==> src/rtl/sdiv_pkg.sv <==
package sdiv_pkg;
  typedef enum logic [1:0] {ST_IDLE, ST_SETUP, ST_ITER, ST_FIN} div_st_e;
  localparam logic [4:0] OP_MAJOR = 5'b11101;
  localparam logic [4:0] OP_MINOR = 5'b11010;
endpackage

==> src/rtl/sdiv_decode.sv <==
module sdiv_decode #(
  parameter int unsigned IW   = 16,
  parameter int unsigned IDXW = 3
) (
  input  logic            valid_i,
  input  logic [IW-1:0]   instr_i,
  output logic            go_o,
  output logic [IDXW-1:0] idx_a_o,
  output logic [IDXW-1:0] idx_b_o
);
  import sdiv_pkg::*;
  localparam int unsigned FW = 5;

  assign go_o    = valid_i && (instr_i[IW-1 -: FW] == OP_MAJOR) && (instr_i[FW-1:0] == OP_MINOR);
  assign idx_a_o = instr_i[IW-FW-1 -: IDXW];
  assign idx_b_o = instr_i[IW-FW-IDXW-1 -: IDXW];
endmodule

==> src/rtl/sdiv_core.sv <==
module sdiv_core #(
  parameter int unsigned W = 32
) (
  input  logic         clk_i,
  input  logic         rst_ni,
  input  logic         start_i,
  input  logic [W-1:0] a_i,
  input  logic [W-1:0] b_i,
  output logic         busy_o,
  output logic         done_o,
  output logic [W-1:0] q_o,
  output logic [W-1:0] r_o
);
  import sdiv_pkg::*;
  localparam int unsigned CW = $clog2(W + 2);

  function automatic logic [CW-1:0] sig_bits(input logic [W-1:0] x);
    sig_bits = '0;
    for (int i = 0; i < W; i++) if (x[i]) sig_bits = CW'(i + 1);
  endfunction

  div_st_e       st_q;
  logic [W-1:0]  rem_q, dvs_q, quo_q, a_hold_q;
  logic [CW-1:0] cnt_q;
  logic          neg_q_q, neg_r_q, dz_q;

  logic [W-1:0]  a_mag, b_mag;
  logic [CW-1:0] sa, sb, shamt, n_iter;

  assign a_mag  = a_i[W-1] ? (~a_i + 1'b1) : a_i;
  assign b_mag  = b_i[W-1] ? (~b_i + 1'b1) : b_i;
  assign sa     = sig_bits(rem_q);
  assign sb     = sig_bits(dvs_q);
  assign shamt  = sa - sb;
  assign n_iter = (sa >= sb) ? (shamt + 1'b1) : '0;

  always_ff @(posedge clk_i or negedge rst_ni) begin
    if (!rst_ni) begin
      st_q     <= ST_IDLE;
      rem_q    <= '0;
      dvs_q    <= '0;
      quo_q    <= '0;
      a_hold_q <= '0;
      cnt_q    <= '0;
      neg_q_q  <= 1'b0;
      neg_r_q  <= 1'b0;
      dz_q     <= 1'b0;
    end else if (start_i) begin
      // a new command always wins, abandoning any divide in flight
      st_q     <= ST_SETUP;
      rem_q    <= a_mag;
      dvs_q    <= b_mag;
      quo_q    <= '0;
      a_hold_q <= a_i;
      neg_q_q  <= a_i[W-1] ^ b_i[W-1];
      neg_r_q  <= a_i[W-1];
      dz_q     <= (b_i == '0);
    end else begin
      unique case (st_q)
        ST_SETUP: begin
          if (dz_q) begin
            st_q <= ST_FIN;
          end else begin
            // align divisor MSB with dividend MSB; skip leading quotient zeros
            dvs_q <= dvs_q << shamt;
            cnt_q <= n_iter;
            st_q  <= (n_iter == '0) ? ST_FIN : ST_ITER;
          end
        end
        ST_ITER: begin
          if (rem_q >= dvs_q) begin
            rem_q <= rem_q - dvs_q;
            quo_q <= {quo_q[W-2:0], 1'b1};
          end else begin
            quo_q <= {quo_q[W-2:0], 1'b0};
          end
          dvs_q <= dvs_q >> 1;
          cnt_q <= cnt_q - 1'b1;
          if (cnt_q == CW'(1)) st_q <= ST_FIN;
        end
        ST_FIN:  st_q <= ST_IDLE;
        default: st_q <= ST_IDLE;
      endcase
    end
  end

  assign busy_o = (st_q != ST_IDLE);
  assign done_o = (st_q == ST_FIN) && !start_i;
  assign q_o    = dz_q ? '1 : (neg_q_q ? (~quo_q + 1'b1) : quo_q);
  assign r_o    = dz_q ? a_hold_q : (neg_r_q ? (~rem_q + 1'b1) : rem_q);
endmodule

==> src/rtl/sdiv_hilo.sv <==
module sdiv_hilo #(
  parameter int unsigned W    = 32,
  parameter int unsigned IW   = 16,
  parameter int unsigned IDXW = 3
) (
  input  logic            clk_i,
  input  logic            rst_ni,
  input  logic            issue_i,
  input  logic [IW-1:0]   instr_i,
  input  logic [W-1:0]    op_a_i,
  input  logic [W-1:0]    op_b_i,
  output logic [IDXW-1:0] src_a_idx_o,
  output logic [IDXW-1:0] src_b_idx_o,
  input  logic            rd_req_i,
  input  logic            rd_sel_i,
  output logic [W-1:0]    rd_data_o,
  output logic            stall_o
);
  logic         cmd_go, core_busy, core_done;
  logic [W-1:0] core_q, core_r, lo_q, hi_q;

  sdiv_decode #(.IW(IW), .IDXW(IDXW)) u_dec (
    .valid_i (issue_i),
    .instr_i (instr_i),
    .go_o    (cmd_go),
    .idx_a_o (src_a_idx_o),
    .idx_b_o (src_b_idx_o)
  );

  sdiv_core #(.W(W)) u_core (
    .clk_i   (clk_i),
    .rst_ni  (rst_ni),
    .start_i (cmd_go),
    .a_i     (op_a_i),
    .b_i     (op_b_i),
    .busy_o  (core_busy),
    .done_o  (core_done),
    .q_o     (core_q),
    .r_o     (core_r)
  );

  always_ff @(posedge clk_i or negedge rst_ni) begin
    if (!rst_ni) begin
      lo_q <= '0;
      hi_q <= '0;
    end else if (core_done) begin
      lo_q <= core_q;
      hi_q <= core_r;
    end
  end

  assign rd_data_o = rd_sel_i ? hi_q : lo_q;
  assign stall_o   = rd_req_i && core_busy;
endmodule

==> config.mk <==
export PLATFORM = sky130hd
export DESIGN_NAME = sdiv_hilo
export DESIGN_NICKNAME = d
export VERILOG_FILES = /design/src/rtl/sdiv_pkg.sv /design/src/rtl/sdiv_decode.sv /design/src/rtl/sdiv_core.sv /design/src/rtl/sdiv_hilo.sv
export SDC_FILE = /design/constraint.sdc
export NUM_CORES = 1
export LEC_CHECK = 0
export ABC_AREA = 1
export BUFFER_PORTS_ARGS = -buffer_cell sky130_fd_sc_hd__buf_2
export CORE_MARGIN = 5
export CORE_UTILIZATION = 30
export CTS_CLUSTER_SIZE = 40
export DETAILED_ROUTE_END_ITERATION = 8
export PLACE_DENSITY = 0.51
export SLEW_MARGIN = 20
export SYNTH_ARGS = -nofsm -noshare
export SYNTH_HDL_FRONTEND = slang
export SYNTH_SLANG_ARGS = --single-unit
==> constraint.sdc <==
create_clock -name clk_i -period 5.45 [get_ports clk_i]
set_input_delay 1.09 -clock clk_i [delete_from_list [all_inputs] [get_ports clk_i]]
set_output_delay 1.09 -clock clk_i [all_outputs]
set_load 0.02 [all_outputs]
==> results.py, run 1 <==
metrics = {
    "placed_design": {
        "postPlaceCellArea_mm2": 0.0171,
        "place.detailed.hpwl_mm": 42.6,
        "count_of_buffers_inserted_at_the_top_level_ports": 111,
        "post-place-ws_ns": 0.342,
        "placed_cells": 3057,
        "finalWeightedCongestion": 0.952,
    },
    "flow_run": {
        "max_cap_violations": 0,
    },
    "sta": {
        "fin_skew_ns": 0.0326,
        "upper_clock_frequency_limit_mhz": 202,
        "layout_setup_ws_ns": 0.503,
        "fin_hold_ws_ns": 0.476,
        "tightest_slew_ns": 1.04,
        "finalSetupViolations": 0,
        "relative_max_transition_margin_pct": 30.5,
        "fin_setup_tns_ns": 0,
        "layout_worst_path_cycle_share_pct": 90.8,
        "timing.final.max_slew_violations": 0,
        "finalWorstPathRequiredPeriod_ns": 4.95,
        "timing_hold_violations_final": 0,
    },
    "clocking": {
        "clk_pin_slew_worst_paths_ns": 0.06,
        "ctsHtreeMaxLevel": 1,
        "worst_skew_pair.late_latency_ns": 0.58,
        "ctsRootBufferMaster": "clkbuf_16",
        "cts_inserted_buffers": 27,
        "clockBufferDepth": 3,
        "cts_tree": "built",
        "cts_num_sinks": 202,
    },
    "synth": {
        "synth_flop_cell": "dfrtp_1",
        "yosys.area.top_type_share_pct": 32.0,
        "synth-compound-area-share_pct": 24.0,
        "ys_ff_latch": 202,
        "post_synth_fa_ha_maj_area_fraction_pct": 4.13,
        "post_synthesis_instance_total": 2334,
        "synth_async_sr_flop_share_pct": 100,
        "synth.area.mux_share_pct": 1.10,
        "main_area_contributors_after_synthesis": "dfrtp_1 32%, nand2_1 12%, o21ai_0 9.4%, inv_1 7.4%, a21oi_1 5.0%",
        "synth_top_area_cell": "dfrtp_1",
        "synth_fp_nets": 2470,
        "synth_cell_type_count": 66,
        "post_synth.cell_area_avg_um2": 6.77,
        "yosys.area_share.xor_xnor_pct": 4.77,
        "synth_sequential_area_ratio_pct": 32.0,
        "syn-cell-area_mm2": 0.0158,
        "synthesis.yosys.warnings": 0,
        "synth_enable_flop_cells": 0,
        "synth_top_family_by_area": "compound AO/OA/AOI/OAI gates",
        "synth_simple_gate_area_share_pct": 23.5,
    },
    "grt": {
        "first_pass_grt_wire_length_mm": 89.6,
        "overflow": 0,
        "number_of_antenna_violations_at_the_first_check_in_global_routing": 0,
        "grt.total_usage_pct": 19.4,
        "grt_pass1_vias": 15900,
        "grt_start_max_net_pins": 106,
    },
    "routing": {
        "router_iterations_before_antenna_repair": 5,
        "post-route-drc-count": 0,
        "drt-met1-wl_mm": 26.1,
        "vias": 16000,
        "met3WireLength_mm": 2.98,
        "drtIter0Drc": 1171,
        "avgRoutedWirePerCell_um": 18.3,
        "detail_route.wirelength_mm": 57.0,
        "drt-vias-per-instance": 5.15,
        "met2WireLength_mm": 26.7,
        "drt.antenna.violating_nets": 0,
        "topRoutingLayerUsed": "met4",
    },
    "layout": {
        "synthToLayoutAreaGrowth_pct": 14.6,
        "final.fill_count": 5762,
        "nets": 2543,
        "final_cell_count_no_fill": 3116,
        "final_layout_size_suffix_gt1_share_pct": 10.5,
        "postLayoutCellArea_mm2": 0.0181,
    },
    "die": {
        "initial_core_utilization_pct": 30.2,
        "design.portCount": 124,
        "die_x_um": 239,
        "rows": 84,
        "die_area_mm2": 0.0573,
        "core_region_area_mm2": 0.0523,
        "chipHeight_um": 239,
    },
    "status": {
        "result_of_the_run": "finished, final reports clean",
    },
    "worst_setup_path": {
        "timing.critical_path.mode_cell": "nand2_1",
        "critical_path_arrival_ns": 5.41,
        "critPathCaptureType": "register",
        "critical_path.startpoint_type": "register",
        "critical_path.max_stage_delay_ns": 0.43,
        "crit_type": "reg -> reg",
        "cp.required_ns": 5.91,
        "slowest_stage_cell_cp": "o21ai_0",
        "worst-path-max-fanout": 12,
    },
    "power": {
        "static_leak_nw": 8.74,
        "power.density_mw_per_mm2": 241,
        "max-vdd-ir-drop_mv": 0.222,
    },
    "hold_path": {
        "timing.hold.worst.class": "reg -> reg",
    },
}
## cell usage after synthesis, drive strengths merged (2+ instances only)
library cell	instances
a21boi	7
a21o	4
a21oi	159
a221oi	14
a22oi	17
a311oi	3
a31oi	22
a41oi	2
and3	2
buf	25
clkbuf	83
clkinv	3
dfrtp	202
fa	2
ha	49
inv	318
mux2	3
mux2i	14
nand2	508
nand3	74
nand3b	2
nand4	12
nor2	211
nor3	46
nor4	14
o2111ai	2
o211ai	20
o21a	6
o21ai	309
o21bai	5
o221ai	13
o22ai	71
o31ai	6
or2	11
xnor2	9
xor2	77
## where the power goes
group	total, mW	switching, mW	internal [mW]
Clock	1.85	0.716	1.14
Combinational	0.971	0.656	0.315
Sequential	1.54	0.0231	1.52
## placed cells by master, fill, tap and decap left out, types with 4 or more instances in the layout
cell type	instances
o211ai_1	20
inv_1	309
o31ai_1	6
buf_2	110
ha_1	49
o22ai_1	71
clkbuf_16	27
nand4_1	11
clkbuf_1	9
o21a_1	5
nor3_2	10
a221oi_1	13
a31oi_1	22
clkinvlp_4	4
inv_2	6
o21bai_1	5
nor3_1	34
dfrtp_1	201
a22oi_1	17
nor4_1	13
xor2_1	76
clkbuf_8	7
nand2_2	5
o21ai_0	285
a21oi_1	158
xnor2_1	9
nor2_1	206
clkinv_1	4
o221ai_1	13
buf_4	35
o21ai_1	21
nand3_1	71
mux2i_1	14
nand2_1	503
or2_2	9
## routing by layer
layer	up-vias	GRT usage (%)
li1	7934	-
met1	7592	26.9
met3	84	2.14
met5	-	0
met4	0	4.29
met2	438	32.8
## path summary, 6_finish.rpt
check	endpoint	startpoint	slack, ns	depth (start not counted)
setup / recovery	u_core.dvs_q[20]	u_core.rem_q[1]	0.50	41
hold / removal	u_core.a_hold_q[15]	u_core.a_hold_q[15]	0.48	2
setup reg to reg	u_core.dvs_q[20]	u_core.rem_q[1]	0.50	41
hold reg to reg	u_core.a_hold_q[15]	u_core.a_hold_q[15]	0.48	2
max in group asynchronous	lo_q[25]	rst_ni	3.71	2
min in group asynchronous	u_core.quo_q[4]	rst_ni	0.65	1
## cell families (layout without fill, tap and decap cells)
kind of cell | count (synthesis) | in the layout
muxes | 17 | 17
AOI/OAI and AO/OA | 665 | 665
xor gates and xnor gates | 86 | 86
buffers and inverters | 429 | 522
adders and majority gates | 51 | 51
other | 0 | 1
and+or+nand+nor | 884 | 884
DFF | 202 | 202
## stage by stage
stage,total power [mW],utilization (%)
after floorplan,2.15,-
after global placement,2.48,32.6
after detailed placement,2.48,32.6
after CTS,4.36,34.4
after global routing,4.58,34.6
final,4.37,34.6
## flip-flops by register name, indices dropped and copies added (netlist names), 2 cells and up
name / count
u_core.rem_q: 32
u_core.dvs_q: 32
u_core.quo_q: 32
u_core.cnt_q: 6
u_core.a_hold_q: 32
lo_q: 32
hi_q: 32
u_core.st_q: 2
## final cells by class
| type | instances | area (µm²) | share of cell area (%) |
|---|---|---|---|
| clock inverters | 7 | 125 | 0.691 |
| well taps | 688 | 861 | 4.75 |
| repair buffers | 150 | 902 | 4.98 |
| inverters | 321 | 1210 | 6.69 |
| repair inverters | 2 | 15.0 | 0.0829 |
| flip-flops and latches | 202 | 5060 | 27.9 |
| clock buffers | 42 | 792 | 4.37 |
| diodes | 1 | 2.50 | 0.0138 |
| multi-input cells | 1703 | 9140 | 50.5 |
## what timing repair did
action,CTS,global route
resized for setup,0,25
hold buffers,0,0
setup buffers,0,7
setup endpoints to repair,0,18
## worst max-delay path, delay by kind of cell, from the launching register on
kind,cells,cell delay (ns)
XOR/XNOR,1,0.30
buffers and inverters,5,0.56
AND/OR/NAND/NOR,25,1.44
adder cells (fa/ha/maj),3,0.76
AO/OA/AOI/OAI,7,1.38
flip-flops,1,0.37
No activity file was read; power rests on OpenSTA's default activity.
==> run 2, diff against run 1 <==
--- a/config.mk
+++ b/config.mk
@@ -11,8 +11,8 @@
 export CORE_UTILIZATION = 30
 export CTS_CLUSTER_SIZE = 40
 export DETAILED_ROUTE_END_ITERATION = 8
+export GPL_TIMING_DRIVEN = 0
 export PLACE_DENSITY = 0.51
-export SLEW_MARGIN = 20
 export SYNTH_ARGS = -nofsm -noshare
 export SYNTH_HDL_FRONTEND = slang
 export SYNTH_SLANG_ARGS = --single-unit
==> run 2 against run 1 <==
Net effect:
- critical path depth grew 2
- non-clock buffer count grew 83
- final cell count grew 2.5%
==> results.py, run 2 (synthesized netlist as in run 1, its figures left out) <==
metrics = {
    "sta": {
        "relative_max_transition_margin_pct": 21.6,
        "tightest_slew_ns": 1.17,
        "fin_hold_ws_ns": 0.384,
        "upper_clock_frequency_limit_mhz": 196,
        "fin_skew_ns": 0.0234,
        "timing_hold_violations_final": 0,
        "finalSetupViolations": 0,
        "fin_setup_tns_ns": 0,
        "finalWorstPathRequiredPeriod_ns": 5.10,
        "timing.final.max_slew_violations": 0,
        "layout_worst_path_cycle_share_pct": 93.7,
    },
    "flow_run": {
        "max_cap_violations": 0,
    },
    "grt": {
        "grt_start_max_net_pins": 91,
        "overflow": 0,
        "grt.total_usage_pct": 21.9,
        "number_of_antenna_violations_at_the_first_check_in_global_routing": 1,
        "grt_pass1_vias": 16600,
        "first_pass_grt_wire_length_mm": 98.2,
    },
    "worst_setup_path": {
        "critPathCaptureType": "register",
        "timing.critical_path.mode_cell": "nand2_1",
        "critical_path_arrival_ns": 5.53,
        "ff2ff_setup_slack_ns": 0.35,
        "crit_type": "reg -> reg",
        "ff2ff_path_depth": 43,
        "worst-path-max-fanout": 10,
        "slowest_stage_cell_cp": "fa_2",
        "cp.required_ns": 5.87,
        "worst_r2r_startpoint": "u_core.rem_q[1]",
        "critical_path.startpoint_type": "register",
        "ff_to_ff_end": "u_core.dvs_q[24]",
        "critical_path.max_stage_delay_ns": 0.67,
    },
    "layout": {
        "synthToLayoutAreaGrowth_pct": 16.2,
        "layout_common_cells": "502 x nand2_1, 310 x inv_1, 275 x o21ai_0",
        "mostFrequentLayoutCell": "nand2_1",
        "nets": 2622,
        "final_layout_size_suffix_gt1_share_pct": 10.9,
        "postLayoutCellArea_mm2": 0.0184,
        "fin_util_pct": 35.1,
    },
    "routing": {
        "drt-vias-per-instance": 5.24,
        "detail_route.wirelength_mm": 64.6,
        "router_iterations_before_antenna_repair": 5,
        "post-route-drc-count": 0,
        "drt.antenna.violating_nets": 0,
        "avgRoutedWirePerCell_um": 20.2,
        "drtIter0Drc": 1201,
        "vias": 16700,
    },
    "power": {
        "post-layout-total-power_mw": 4.30,
        "power.density_mw_per_mm2": 234,
        "max-vdd-ir-drop_mv": 0.219,
        "static_leak_nw": 8.84,
    },
    "placed_design": {
        "place.detailed.hpwl_mm": 51.8,
        "postPlaceCellArea_mm2": 0.0173,
        "finalWeightedCongestion": 0.964,
        "count_of_buffers_inserted_at_the_top_level_ports": 116,
    },
    "die": {
        "design.portCount": 124,
        "chipHeight_um": 239,
        "die_x_um": 239,
        "core_region_area_mm2": 0.0523,
        "die_area_mm2": 0.0573,
        "initial_core_utilization_pct": 30.2,
        "rows": 84,
    },
    "clocking": {
        "ctsHtreeMaxLevel": 1,
        "ctsRootBufferMaster": "clkbuf_16",
        "clk_pin_slew_worst_paths_ns": 0.06,
        "cts_num_sinks": 202,
        "cts_inserted_buffers": 25,
        "clockBufferDepth": 3,
        "worst_skew_pair.late_latency_ns": 0.57,
        "cts_tree": "built",
        "cts-hold-fix-buffers": 0,
    },
    "status": {
        "result_of_the_run": "finished, final reports clean",
    },
    "hold_path": {
        "timing.hold.worst.class": "in -> async",
    },
}
-- run 2: cell count changes in the layout (fill, tap and decap cells not counted), sizes merged --
cell      delta
buf          +3
clkbuf      +77
bufinv       -2
inv          +3
clkinvlp     -3
-- run 2: cell type report --
| type | count | area [µm²] |
|---|---|---|
| diodes | 1 | 2.50 |
| multi-input cells | 1703 | 9190 |
| flip-flops and latches | 202 | 5060 |
| clock buffers | 39 | 768 |
| repair buffers | 125 | 698 |
| well taps | 688 | 861 |
| inverters | 321 | 1210 |
| clock inverters | 7 | 77.6 |
| fillers | 5684 | 34000 |
| plain buffers | 108 | 497 |
-- run 2: critical path: cells and delay by family, from the launching register on --
kind	cells	cell delay [ns]
muxes	1	0.24
and+or+nand+nor	26	1.49
DFF	1	0.40
AOI/OAI and AO/OA	9	1.36
adders and majority gates	3	1.03
buffers and inverters	4	0.46
-- run 2: where the power goes --
part           internal [mW]  total [mW]  switching, mW
logic                  0.321        1.02          0.702
clock network           1.02        1.73          0.716
registers               1.52        1.54         0.0234
total                   2.86        4.30           1.44
-- run 2: metrics by stage --
| stage | worst slack (ns) | instances |
|---|---|---|
| CTS | 0.0101 | 3187 |
| global placement | -0.682 | 3138 |
| floorplan | 1.01 | 2334 |
| global route | -0.00606 | 3193 |
| finish | 0.346 | 3194 |
| detailed placement | -0.661 | 3141 |
-- run 2: worst max-delay path by stage --
stage	start	end	slack, ns	cells after the start
global route	u_core.dvs_q[1]	u_core.dvs_q[20]	-0.006	47
detailed placement	u_core.rem_q[1]	u_core.dvs_q[15]	-0.66	41
global placement	u_core.rem_q[1]	u_core.dvs_q[23]	-0.68	42
floorplan	u_core.rem_q[1]	u_core.dvs_q[15]	1.01	41
CTS	u_core.rem_q[1]	u_core.dvs_q[13]	0.01	39
finish	u_core.rem_q[1]	u_core.dvs_q[24]	0.35	43
-- run 2: timing repair --
action | CTS | global route
endpoints found under the hold margin | 0 | 0
setup endpoints to repair | 30 | 34
pin swaps | 0 | 6
buffers inserted | 0 | 6
resized for setup | 18 | 74
-- run 2: metal layers --
layer  track usage [%]  vias up  wire length, µm
li1                  -     8116                -
met1              28.2     7921            27300
met2              38.5      573            31300
met3              2.26      128             3490
met4              7.26        2             2420
met5                 0        -               20
==> run 3, diff against run 2 <==
--- a/config.mk
+++ b/config.mk
@@ -7,6 +7,7 @@
 export LEC_CHECK = 0
 export ABC_AREA = 1
 export BUFFER_PORTS_ARGS = -buffer_cell sky130_fd_sc_hd__buf_2
+export CAP_MARGIN = 20
 export CORE_MARGIN = 5
 export CORE_UTILIZATION = 30
 export CTS_CLUSTER_SIZE = 40
@@ -15,4 +16,5 @@
 export PLACE_DENSITY = 0.51
 export SYNTH_ARGS = -nofsm -noshare
 export SYNTH_HDL_FRONTEND = slang
+export SYNTH_HIERARCHICAL = 1
 export SYNTH_SLANG_ARGS = --single-unit
==> run 3 against run 2 <==
Net effect:
- non-clock buffer count is 5 higher
- critical path depth stayed put
- area after synthesis is 2.9% higher
- hold slack better by 0.084 ns
- global-route usage is 0.057 points higher
- wire length is 4.2% higher
- sequential cell count stayed put
- sequential share of layout area is 0.79 points lower
- register-to-register slack better by 0.06 ns
- fmax is 1.1% higher
- clock-buffer cell count is 1 higher
- critical endpoint is now u_core/dvs_q[26]
- largest cell class unchanged
==> results.py, run 3 <==
metrics = {
    "worst_setup_path": {
        "timing.critical_path.mode_cell": "nand2_1",
        "crit_type": "reg -> reg",
        "ff2ff_setup_slack_ns": 0.40,
        "critical_path_arrival_ns": 5.49,
        "slowest_stage_cell_cp": "fa_2",
        "critical_path.max_stage_delay_ns": 0.69,
        "critical_path.startpoint_type": "register",
        "worst-path-max-fanout": 7,
        "critPathCaptureType": "register",
        "cp.required_ns": 5.89,
    },
    "layout": {
        "diodes": 0,
        "mostFrequentLayoutCell": "nand2_1",
        "synthToLayoutAreaGrowth_pct": 16.3,
        "nets": 2785,
        "layout_common_cells": "733 x nand2_1, 290 x o21ai_0, 279 x inv_1",
        "final_layout_size_suffix_gt1_share_pct": 11.9,
        "final_cell_count_no_fill": 3365,
    },
    "synth": {
        "synth_async_sr_flop_share_pct": 100,
        "synthesis.yosys.warnings": 6,
        "yosys.area.top_type_share_pct": 31.1,
        "main_area_contributors_after_synthesis": "dfrtp_1 31%, nand2_1 17%, o21ai_0 9.4%, inv_1 6.5%, a21oi_1 4.6%",
        "cell_with_the_most_instances_after_synthesis": "nand2_1",
        "synth_cell_type_count": 62,
        "synth_fp_nets": 2633,
        "synth_sequential_area_ratio_pct": 31.1,
        "synth_top_area_cell": "dfrtp_1",
        "synth_flop_cell": "dfrtp_1",
        "post_synthesis_instance_total": 2497,
        "ys_ff_latch": 202,
        "synth_enable_flop_cells": 0,
        "post_synth.cell_area_avg_um2": 6.51,
        "netlist_top_cells_count": "733 x nand2_1, 305 x o21ai_0, 280 x inv_1",
        "syn-cell-area_mm2": 0.0163,
    },
    "sta": {
        "setup_repair_after_global_routing_missed_its_margin": "yes",
        "relative_max_transition_margin_pct": 29.0,
        "upper_clock_frequency_limit_mhz": 198,
        "timing_hold_violations_final": 0,
        "timing.final.max_slew_violations": 0,
        "tightest_slew_ns": 1.06,
        "fin_skew_ns": 0.00969,
        "finalSetupViolations": 0,
        "finalWorstPathRequiredPeriod_ns": 5.05,
        "layout_worst_path_cycle_share_pct": 92.6,
        "fin_hold_ws_ns": 0.468,
    },
    "clocking": {
        "cts_num_sinks": 202,
        "cts_inserted_buffers": 27,
        "clockBufferDepth": 3,
        "cts_tree": "built",
        "ctsRootBufferMaster": "clkbuf_16",
        "clk_pin_slew_worst_paths_ns": 0.06,
        "worst_skew_pair.late_latency_ns": 0.56,
        "ctsHtreeMaxLevel": 1,
    },
    "die": {
        "die_x_um": 243,
        "core_region_area_mm2": 0.0537,
        "rows": 85,
        "initial_core_utilization_pct": 30.3,
        "design.portCount": 124,
        "chipHeight_um": 243,
        "die_area_mm2": 0.0589,
    },
    "grt": {
        "first_pass_grt_wire_length_mm": 103,
        "grt.total_usage_pct": 22.0,
        "grt_start_max_net_pins": 112,
        "overflow": 0,
        "grt_pass1_vias": 17300,
        "number_of_antenna_violations_at_the_first_check_in_global_routing": 3,
    },
    "placed_design": {
        "finalWeightedCongestion": 0.948,
        "placed_cells": 3309,
        "count_of_buffers_inserted_at_the_top_level_ports": 115,
        "place.detailed.hpwl_mm": 53.6,
    },
    "status": {
        "result_of_the_run": "finished, final reports clean",
    },
    "routing": {
        "avgRoutedWirePerCell_um": 20.0,
        "drtIter0Drc": 1491,
        "drt-vias-per-instance": 5.26,
        "detail_route.wirelength_mm": 67.3,
        "vias": 17700,
        "router_iterations_before_antenna_repair": 5,
        "drt.antenna.violating_nets": 0,
        "post-route-drc-count": 0,
    },
    "hold_path": {
        "timing.hold.worst.class": "reg -> reg",
    },
    "flow_run": {
        "max_cap_violations": 0,
    },
}
==> run 3: worst max-delay path: cells and delay by family, from the launching register on <==
family / cells / cell delay (ns)
compound gates: 7 / 1.29
fa+ha+maj: 3 / 1.05
buf+inv: 4 / 0.31
flops: 1 / 0.39
simple gates: 29 / 1.90
==> run 3: layout make-up <==
type	instances	area [µm²]
multi-input cells	1882	9660
plain buffers	113	601
inverters	298	1120
flip-flops and latches	202	5060
clock inverters	9	101
repair buffers	125	681
fillers	5878	34800
clock buffers	40	805
well taps	696	871
==> run 3: cell families (layout without fill, tap and decap cells) <==
kind of cell | after synthesis | after routing | share of synthesized area, %
mux | 20 | 20 | 1.23
simple gates | 1157 | 1157 | 29.9
flops | 202 | 202 | 31.1
compound gates | 625 | 625 | 21.7
fa+ha+maj | 51 | 51 | 4.02
xor+xnor | 29 | 29 | 1.61
buf+inv | 413 | 585 | 10.4
==> run 3: worst paths after layout <==
path	start	end	depth (start not counted)
worst max-delay path	u_core/rem_q[1]	u_core/dvs_q[26]	43
worst min-delay path	hi_q[0]	hi_q[0]	2
max in group asynchronous	rst_ni	hi_q[24]	2
min in group asynchronous	rst_ni	lo_q[7]	1
worst min register to register	hi_q[0]	hi_q[0]	2
worst max register to register	u_core/rem_q[1]	u_core/dvs_q[26]	43
==> run 3: timing repair <==
action                     4_1_cts  5_1_grt
buffers inserted                 0        9
pin swaps                        0        8
setup endpoints to repair       18       34
hold buffers                     0        0
resized for setup               11       68
==> run 3: per-layer routing <==
metal  global-route usage (%)  wire length, µm
met4                     5.69             1840
met2                     39.3            33100
met5                        0                0
met1                     28.2            28900
met3                     2.57             3420
==> run 3: stage by stage <==
step	utilization (%)	instance area [µm²]	worst slack (ns)	TNS (ns)
floorplan	-	16300	1.17	0
global placement	33.0	17700	-0.491	-98.53
detailed placement	33.0	17700	-0.338	-2.32
CTS	34.8	18700	0.0558	0
global route	35.2	18900	-0.0650	-0.0738
finish	35.2	18900	0.401	0
Power of run 3 is not shown: default switching activity piles up to over one toggle a cycle in this logic, so the estimate is an artifact.
